<file path="src/rtl/hdr_chk_pkg.sv">
package hdr_chk_pkg;

    localparam int          HDR_BYTES = 32;
    localparam logic [31:0] HDR_MAGIC = 32'h4D43_5450;

    // byte positions of the header fields
    localparam int POS_MAGIC    = 0;
    localparam int POS_A_MIN    = 4;
    localparam int POS_A_CUR    = 6;
    localparam int POS_B_MIN    = 8;
    localparam int POS_B_CUR    = 10;
    localparam int POS_REGIONS  = 16;
    localparam int REGION_PITCH = 8;
    localparam int NUM_REGIONS  = 2;

    typedef enum logic [2:0] {
        FC_NONE    = 3'd0,
        FC_MAGIC   = 3'd1,
        FC_OVERLAP = 3'd2,
        FC_WINDOW  = 3'd3,
        FC_SMALL   = 3'd4,
        FC_VERSION = 3'd5
    } fail_code_e;

    typedef enum logic [2:0] {
        ST_IDLE,
        ST_FETCH,
        ST_DRAIN,
        ST_EVAL,
        ST_REPORT
    } fetch_state_e;

    function automatic logic [31:0] be32(input logic [HDR_BYTES*8-1:0] h, input int at);
        return {h[8*at +: 8], h[8*(at+1) +: 8], h[8*(at+2) +: 8], h[8*(at+3) +: 8]};
    endfunction

    function automatic logic [15:0] be16(input logic [HDR_BYTES*8-1:0] h, input int at);
        return {h[8*at +: 8], h[8*(at+1) +: 8]};
    endfunction

endpackage

</file>
<file path="src/rtl/hdr_fetch_fsm.sv">
module hdr_fetch_fsm
    import hdr_chk_pkg::*;
#(
    parameter int ADDR_W = 16
) (
    input  logic                   clk,
    input  logic                   rst_n,
    input  logic                   start,
    output logic                   rd_en,
    output logic [ADDR_W-1:0]      rd_addr,
    input  logic [7:0]             rd_data,
    output logic [HDR_BYTES*8-1:0] hdr_flat,
    output logic                   accept,
    output logic                   eval_go,
    output logic                   done,
    output logic                   busy
);

    localparam int CNT_W = $clog2(HDR_BYTES);
    localparam logic [CNT_W-1:0] LAST_IDX = CNT_W'(HDR_BYTES - 1);

    fetch_state_e           state_q, state_d;
    logic [CNT_W-1:0]       issue_q;
    logic [CNT_W-1:0]       cap_q;
    logic                   vld_q;
    logic [HDR_BYTES*8-1:0] hdr_q;

    // next-state logic
    always_comb begin
        state_d = state_q;
        unique case (state_q)
            ST_IDLE:   if (start) state_d = ST_FETCH;
            ST_FETCH:  if (issue_q == LAST_IDX) state_d = ST_DRAIN;
            ST_DRAIN:  state_d = ST_EVAL;
            ST_EVAL:   state_d = ST_REPORT;
            ST_REPORT: state_d = ST_IDLE;
            default:   state_d = ST_IDLE;
        endcase
    end

    // state register
    always_ff @(posedge clk) begin
        if (!rst_n) state_q <= ST_IDLE;
        else        state_q <= state_d;
    end

    // outputs decoded from the state
    always_comb begin
        rd_en   = (state_q == ST_FETCH);
        rd_addr = ADDR_W'(issue_q);
        accept  = (state_q == ST_IDLE) && start;
        eval_go = (state_q == ST_EVAL);
        done    = (state_q == ST_REPORT);
        busy    = (state_q != ST_IDLE);
    end

    // address counter and byte capture
    always_ff @(posedge clk) begin
        if (!rst_n) begin
            issue_q <= '0;
            cap_q   <= '0;
            vld_q   <= 1'b0;
            hdr_q   <= '0;
        end else begin
            vld_q <= rd_en;
            if (accept) begin
                issue_q <= '0;
                cap_q   <= '0;
            end else begin
                if (rd_en) issue_q <= issue_q + 1'b1;
                if (vld_q) begin
                    hdr_q[8*cap_q +: 8] <= rd_data;
                    cap_q <= cap_q + 1'b1;
                end
            end
        end
    end

    assign hdr_flat = hdr_q;


    fetch_first_addr_chk: assert property (@(posedge clk) disable iff (!rst_n)
        $rose(rd_en) |-> rd_addr == '0);


    fetch_addr_step_chk: assert property (@(posedge clk) disable iff (!rst_n)
        (rd_en && $past(rd_en)) |-> rd_addr == ADDR_W'($past(rd_addr) + 1'b1));

endmodule

</file>
<file path="src/rtl/hdr_region_bound.sv">
module hdr_region_bound #(
    parameter int OFF_W     = 32,
    parameter int HDR_LEN   = 32,
    parameter int MIN_BYTES = 68
) (
    input  logic [OFF_W-1:0] off,
    input  logic [OFF_W-1:0] size,
    input  logic [OFF_W-1:0] win_size,
    output logic [OFF_W:0]   end_pos,
    output logic             out_of_win,
    output logic             too_small,
    output logic             hits_hdr
);

    always_comb begin
        end_pos    = {1'b0, off} + {1'b0, size};
        out_of_win = end_pos > {1'b0, win_size};
        too_small  = size < OFF_W'(MIN_BYTES);
        hits_hdr   = off < OFF_W'(HDR_LEN);
    end

endmodule

</file>
<file path="src/rtl/hdr_version_pick.sv">
module hdr_version_pick #(
    parameter int VER_W = 16
) (
    input  logic [VER_W-1:0] a_min,
    input  logic [VER_W-1:0] a_cur,
    input  logic [VER_W-1:0] b_min,
    input  logic [VER_W-1:0] b_cur,
    output logic [VER_W-1:0] agreed,
    output logic             agreed_ok
);

    always_comb begin
        agreed    = (a_cur < b_cur) ? a_cur : b_cur;
        agreed_ok = (agreed >= a_min) && (agreed >= b_min);
    end

endmodule

</file>
<file path="src/rtl/ctrl_hdr_check.sv">
module ctrl_hdr_check
    import hdr_chk_pkg::*;
#(
    parameter int ADDR_W          = 16,
    parameter int MIN_PAYLOAD     = 64,
    parameter int LEN_FIELD_BYTES = 4
) (
    input  logic              clk,
    input  logic              rst_n,
    input  logic              start,
    input  logic [31:0]       win_size,
    output logic              rd_en,
    output logic [ADDR_W-1:0] rd_addr,
    input  logic [7:0]        rd_data,
    output logic              busy,
    output logic              done,
    output logic              pass,
    output logic              fail,
    output logic [2:0]        fail_code,
    output logic [31:0]       rx_off,
    output logic [31:0]       rx_size,
    output logic [31:0]       tx_off,
    output logic [31:0]       tx_size,
    output logic [15:0]       neg_ver
);

    localparam int OFF_W      = 32;
    localparam int MIN_REGION = MIN_PAYLOAD + LEN_FIELD_BYTES;

    logic [HDR_BYTES*8-1:0] hdr_flat;
    logic                   accept, eval_go;
    logic [OFF_W-1:0]       win_q;

    hdr_fetch_fsm #(.ADDR_W(ADDR_W)) u_fetch (
        .clk      (clk),
        .rst_n    (rst_n),
        .start    (start),
        .rd_en    (rd_en),
        .rd_addr  (rd_addr),
        .rd_data  (rd_data),
        .hdr_flat (hdr_flat),
        .accept   (accept),
        .eval_go  (eval_go),
        .done     (done),
        .busy     (busy)
    );

    always_ff @(posedge clk) begin
        if (!rst_n)      win_q <= '0;
        else if (accept) win_q <= win_size;
    end

    // per-region placement checks (index 0 = receive, 1 = transmit)
    logic [OFF_W-1:0] r_off  [NUM_REGIONS];
    logic [OFF_W-1:0] r_size [NUM_REGIONS];
    logic [OFF_W:0]   r_end  [NUM_REGIONS];
    logic [NUM_REGIONS-1:0] r_win_bad, r_small, r_hdr_hit;

    for (genvar gi = 0; gi < NUM_REGIONS; gi++) begin : g_region
        assign r_off[gi]  = be32(hdr_flat, POS_REGIONS + REGION_PITCH*gi);
        assign r_size[gi] = be32(hdr_flat, POS_REGIONS + REGION_PITCH*gi + 4);

        hdr_region_bound #(
            .OFF_W     (OFF_W),
            .HDR_LEN   (HDR_BYTES),
            .MIN_BYTES (MIN_REGION)
        ) u_bound (
            .off        (r_off[gi]),
            .size       (r_size[gi]),
            .win_size   (win_q),
            .end_pos    (r_end[gi]),
            .out_of_win (r_win_bad[gi]),
            .too_small  (r_small[gi]),
            .hits_hdr   (r_hdr_hit[gi])
        );
    end

    logic pair_hit;
    assign pair_hit = ({1'b0, r_off[0]} < r_end[1]) && ({1'b0, r_off[1]} < r_end[0]);

    logic [15:0] ver_agreed;
    logic        ver_ok;

    hdr_version_pick #(.VER_W(16)) u_ver (
        .a_min     (be16(hdr_flat, POS_A_MIN)),
        .a_cur     (be16(hdr_flat, POS_A_CUR)),
        .b_min     (be16(hdr_flat, POS_B_MIN)),
        .b_cur     (be16(hdr_flat, POS_B_CUR)),
        .agreed    (ver_agreed),
        .agreed_ok (ver_ok)
    );

    // prioritised verdict
    fail_code_e code_c;
    always_comb begin
        if (be32(hdr_flat, POS_MAGIC) != HDR_MAGIC) code_c = FC_MAGIC;
        else if (|r_win_bad)                        code_c = FC_WINDOW;
        else if (|r_small)                          code_c = FC_SMALL;
        else if ((|r_hdr_hit) || pair_hit)          code_c = FC_OVERLAP;
        else if (!ver_ok)                           code_c = FC_VERSION;
        else                                        code_c = FC_NONE;
    end

    always_ff @(posedge clk) begin
        if (!rst_n) begin
            pass      <= 1'b0;
            fail      <= 1'b0;
            fail_code <= 3'd0;
            rx_off    <= '0;
            rx_size   <= '0;
            tx_off    <= '0;
            tx_size   <= '0;
            neg_ver   <= '0;
        end else if (eval_go) begin
            pass      <= (code_c == FC_NONE);
            fail      <= (code_c != FC_NONE);
            fail_code <= code_c;
            rx_off    <= r_off[0];
            rx_size   <= r_size[0];
            tx_off    <= r_off[1];
            tx_size   <= r_size[1];
            neg_ver   <= ver_agreed;
        end
    end


    done_pulse_chk: assert property (@(posedge clk) disable iff (!rst_n)
        done |=> !done);


    verdict_excl_chk: assert property (@(posedge clk) disable iff (!rst_n)
        done |-> (pass ^ fail));


    result_hold_chk: assert property (@(posedge clk) disable iff (!rst_n)
        (!busy && !start) |=> $stable({pass, fail, fail_code, rx_off, tx_off, neg_ver}));

endmodule

</file>
<file path="config.mk">
export PLATFORM = sky130hd
export DESIGN_NAME = ctrl_hdr_check
export DESIGN_NICKNAME = d
export VERILOG_FILES = /design/src/rtl/hdr_chk_pkg.sv /design/src/rtl/hdr_fetch_fsm.sv /design/src/rtl/hdr_region_bound.sv /design/src/rtl/hdr_version_pick.sv /design/src/rtl/ctrl_hdr_check.sv
export SDC_FILE = /design/constraint.sdc
export NUM_CORES = 1
export LEC_CHECK = 0
export ABC_AREA = 0
export BUFFER_PORTS_ARGS = -buffer_cell sky130_fd_sc_hd__buf_2
export CAP_MARGIN = 20
export CORE_MARGIN = 4
export CORE_UTILIZATION = 50
export CTS_CLUSTER_DIAMETER = 50
export DETAILED_ROUTE_END_ITERATION = 10
export PLACE_DENSITY_LB_ADDON = 0.3
export SLEW_MARGIN = 10
export SYNTH_ARGS = -nofsm -noshare
export SYNTH_HDL_FRONTEND = slang
export SYNTH_SLANG_ARGS = --single-unit
export TNS_END_PERCENT = 1
</file>
<file path="constraint.sdc">
create_clock -name clk -period 4.52 [get_ports clk]
set_input_delay 0.452 -clock clk [delete_from_list [all_inputs] [get_ports clk]]
set_output_delay 0.452 -clock clk [all_outputs]
set_load 0.02 [all_outputs]
</file>
==> impl_results.md <==
- Status: complete, but fails checks
- Failing checks: negative setup slack
- Vias per std cell: 5.826
- CP max-delay cell: a221o_1
- Unrepaired setup endpoints after global routing: true
- Cell area after synthesis: 24,170 um2
- Worst hold path type: in -> reg
- Worst Path Max Fanout: 5
- Drt total wl: 89,080 um
- Wire length per cell: 22.08 um
- Register area: about 8400 um2
- CP required: 5.07 ns
- Count leader, synth: nand2_1
- Synthesized flop and latch total: 419
- Worst Skew: 0.01753 ns
- Max Slew Vio Count: 0
- Clock buffer depth: 3
- Netlist cell types: 79
- Cells after Synth: 2,984
- R2R Setup Slk: -0.23 ns
- Largest net degree at the start of global routing: 115
- FMAX: 210.5 MHz
- Initial DRC count: approximately 2,400
- TritonCTS clock tree: yes
- Yosys top cell by area: dfxtp_1
- Worst EP arrival: between 5 and 6 ns
- Post-DP HPWL: about 70,000 um
- Top cell type's share of synthesized area: a little over a third
- Die area: roughly 52,000 um2
- Via count: around 24,000
- Critical Path Most Common Cell: a21o_1
- Worst-path clk slew: around 0.06 ns
- Die height: around 230 um
- Initial antenna violation count: 0
- Clk_lat worst skew: 0.61 ns
- IO buf count: 199
- Clock Tree Root: clkbuf_16
- Total track usage: 32.75%
- Total power: 8.393 mW
- CTS Buf Count: 51
- Crit path capture type: flip-flop
- Yosys warning count: 0
- Share of layout cells above drive strength 1: 19.87%
- Hold Vio Cnt, Final: 0
- CP max stage delay: between 0.3 and 0.4 ns
- Synth top area cells: dfxtp_1 35%, ha_1 13%, nand2_1 8.4%
- Slew headroom: a little over a third
- Die width: 227.9 um
- Htree depth: 2
- Final Cycle Share: 105.1%
- Metal-1 WL: 35,950 um
- Core Box Area: roughly 48,000 um2
- Worst path cell trace: ha_1 -> a21o_1 -> a21o_1 -> a21oi_1 -> o21ai_0 -> a221o_1 -> a21o_1 -> a31oi_1 -> buf_4 -> xnor2_1 -> buf_4 -> ha_1 -> a21o_1 -> a21o_1 -> a21oi_1 -> nand4_1 -> a21oi_2 -> a31oi_2 -> nand2b_1 -> nor4_2 -> buf_4 -> and3_1 -> a32o_1
- Initial core utilization: 50.62%
- Post-synth top cells: 539 x nand2_1, 419 x dfxtp_1, 242 x ha_1, 193 x a21boi_0, 178 x a21oi_1
- Fin crit period: 4.751 ns
- EDFF count, synth: 0
- DRC: 0
- Top sig layer: met4
- Crit path kind: reg -> reg
- Post-synthesis sequential area ratio: 34.71%
- I/O pins: ~210
- Vias in the first global route: about 23,000
- Final Wtd Congestion: 1.042
- Clock sinks: 419
- Pwr/cell area: 284.3 nW/um2
- P_leak: 13.00 nW
- Initial DRT Pass Iterations: 6
- Area delta synth->final: 22.13%
- Met3 Wirelength: between 8000 and 9000 um
- Actual slew at the worst max-slew pin: roughly 0.97 ns
- Final worst slack: -0.2306 ns
- Setup TNS: -0.8227 ns
- First-pass GRT wire length: 134,300 um
- Max-cap violations: 0
- Primary FF master, synth: dfxtp_1
- Final number of setup-violating endpoints: 5
- CP startpoint kind: flip-flop
- Met2 WL: between 30,000 and 40,000 um
- NumNets Final: 3,665
- Routed Antenna Nets: 0
- Asr flop ratio synth: 0%
- Row Count: 80
- Peak supply drop: 0.2901 mV
- Post-Syn Area per Cell: 8.099 um2
- Area of the multi-input gates: about 15,000 um2
- GRT Residual Overflow: 0
- Fillers: 4,135
## final cells by class
cell class                      count  share of cell area [%]
Antenna cell                        1                0.008478
Clock buffer                       68                   4.947
Timing Repair Buffer              489                   10.82
Sequential cell                   419                   28.43
Tap cell                          615                   2.607
Multi-Input combinational cell   2269                   50.34
Clock inverter                     25                  0.9580
Inverter                          148                   1.882
## timing repair
item | 4_1_cts | 5_1_grt
buffers inserted | 5 | 0
resized for setup | 42 | 11
endpoints found under the setup margin | 5 | 5
hold endpoints to repair | 0 | 0
pin swaps | 33 | 15
hold buffers | 0 | 0
## critical path: cells and delay by family (launching register included)
| family | cells | cell delay, ns |
|---|---|---|
| compound gates | 13 | 2.51 |
| xor+xnor | 1 | 0.15 |
| fa+ha+maj | 2 | 0.55 |
| buf+inv | 3 | 0.48 |
| flops | 1 | 0.34 |
| simple gates | 4 | 0.66 |
## cells in the final DEF (no fill, tap or decap), types with 11 or more instances in the layout
cell	count
nor4_1	33
a21oi_1	167
clkbuf_8	13
o21ba_2	15
dfxtp_1	415
buf_2	198
a21boi_0	193
o21ai_0	151
nor2_1	88
nor3_1	68
nor2b_1	99
o21a_1	11
nand3_1	106
nand2_1	539
o21bai_1	11
xor2_1	27
nand4_1	39
mux2_2	15
a21oi_2	11
buf_4	289
and2_1	95
xnor2_1	46
conb_1	11
a21o_1	98
nand2b_1	29
ha_1	234
inv_1	147
mux2i_1	34
clkbuf_16	51
## path summary, 6_finish.rpt
kind,startpoint,endpoint,depth (start not counted)
hold / removal,win_size[15],win_q[15],3
setup / recovery,u_fetch.hdr_flat[181],pass,23
setup reg to reg,u_fetch.hdr_flat[181],pass,23
hold reg to reg,win_q[24],win_q[24],2
## report_power, final
part	switching (mW)	internal [mW]
sequential	0.0173	3.72
combinational	0.283	0.129
clock	1.73	2.52
total	2.03	6.36
## metal layers
metal  vias to the layer above  GRT usage [%]
met5                         -              0
met4                         0          15.58
met3                       314          7.872
met2                      1067          53.37
met1                     11050          40.98
li1                      11070              -
## state kept, by name (all words and copies together), names as in the netlist, 5 cells and up
| signal | flops |
|---|---|
| rx_size | 32 |
| win_q | 32 |
| tx_size | 32 |
| u_fetch.issue_q | 5 |
| u_fetch.hdr_flat | 224 |
| neg_ver | 16 |
| tx_off | 32 |
| u_fetch.cap_q | 5 |
| rx_off | 32 |
## per-stage QoR
stage               utilization, %  cell area (um2)  hold WS [ns]  worst slack [ns]  cells
floorplan                        -            24210        0.4363           0.01427   2994
global placement             57.58            27490        0.4430           -0.3651   3935
detailed placement           57.58            27490        0.4493           -0.4840   3935
CTS                          61.71            29460       0.06980           -0.1324   4033
global route                 61.82            29510       0.09160           -0.4175   4033
finish                       61.82            29520       0.09093           -0.2306   4034
## cell families after synthesis
group / Yosys count / share of synthesized area (%)
DFF: 419 / 34.71
muxes: 49 / 2.107
and+or+nand+nor: 1151 / 22.68
buffers and inverters: 306 / 4.985
adders and majority gates: 244 / 12.69
AOI/OAI and AO/OA: 737 / 19.99
xor gates and xnor gates: 77 / 2.821
other: 1 / 0.01552
Note: power is estimated with default switching activity, not from simulation.
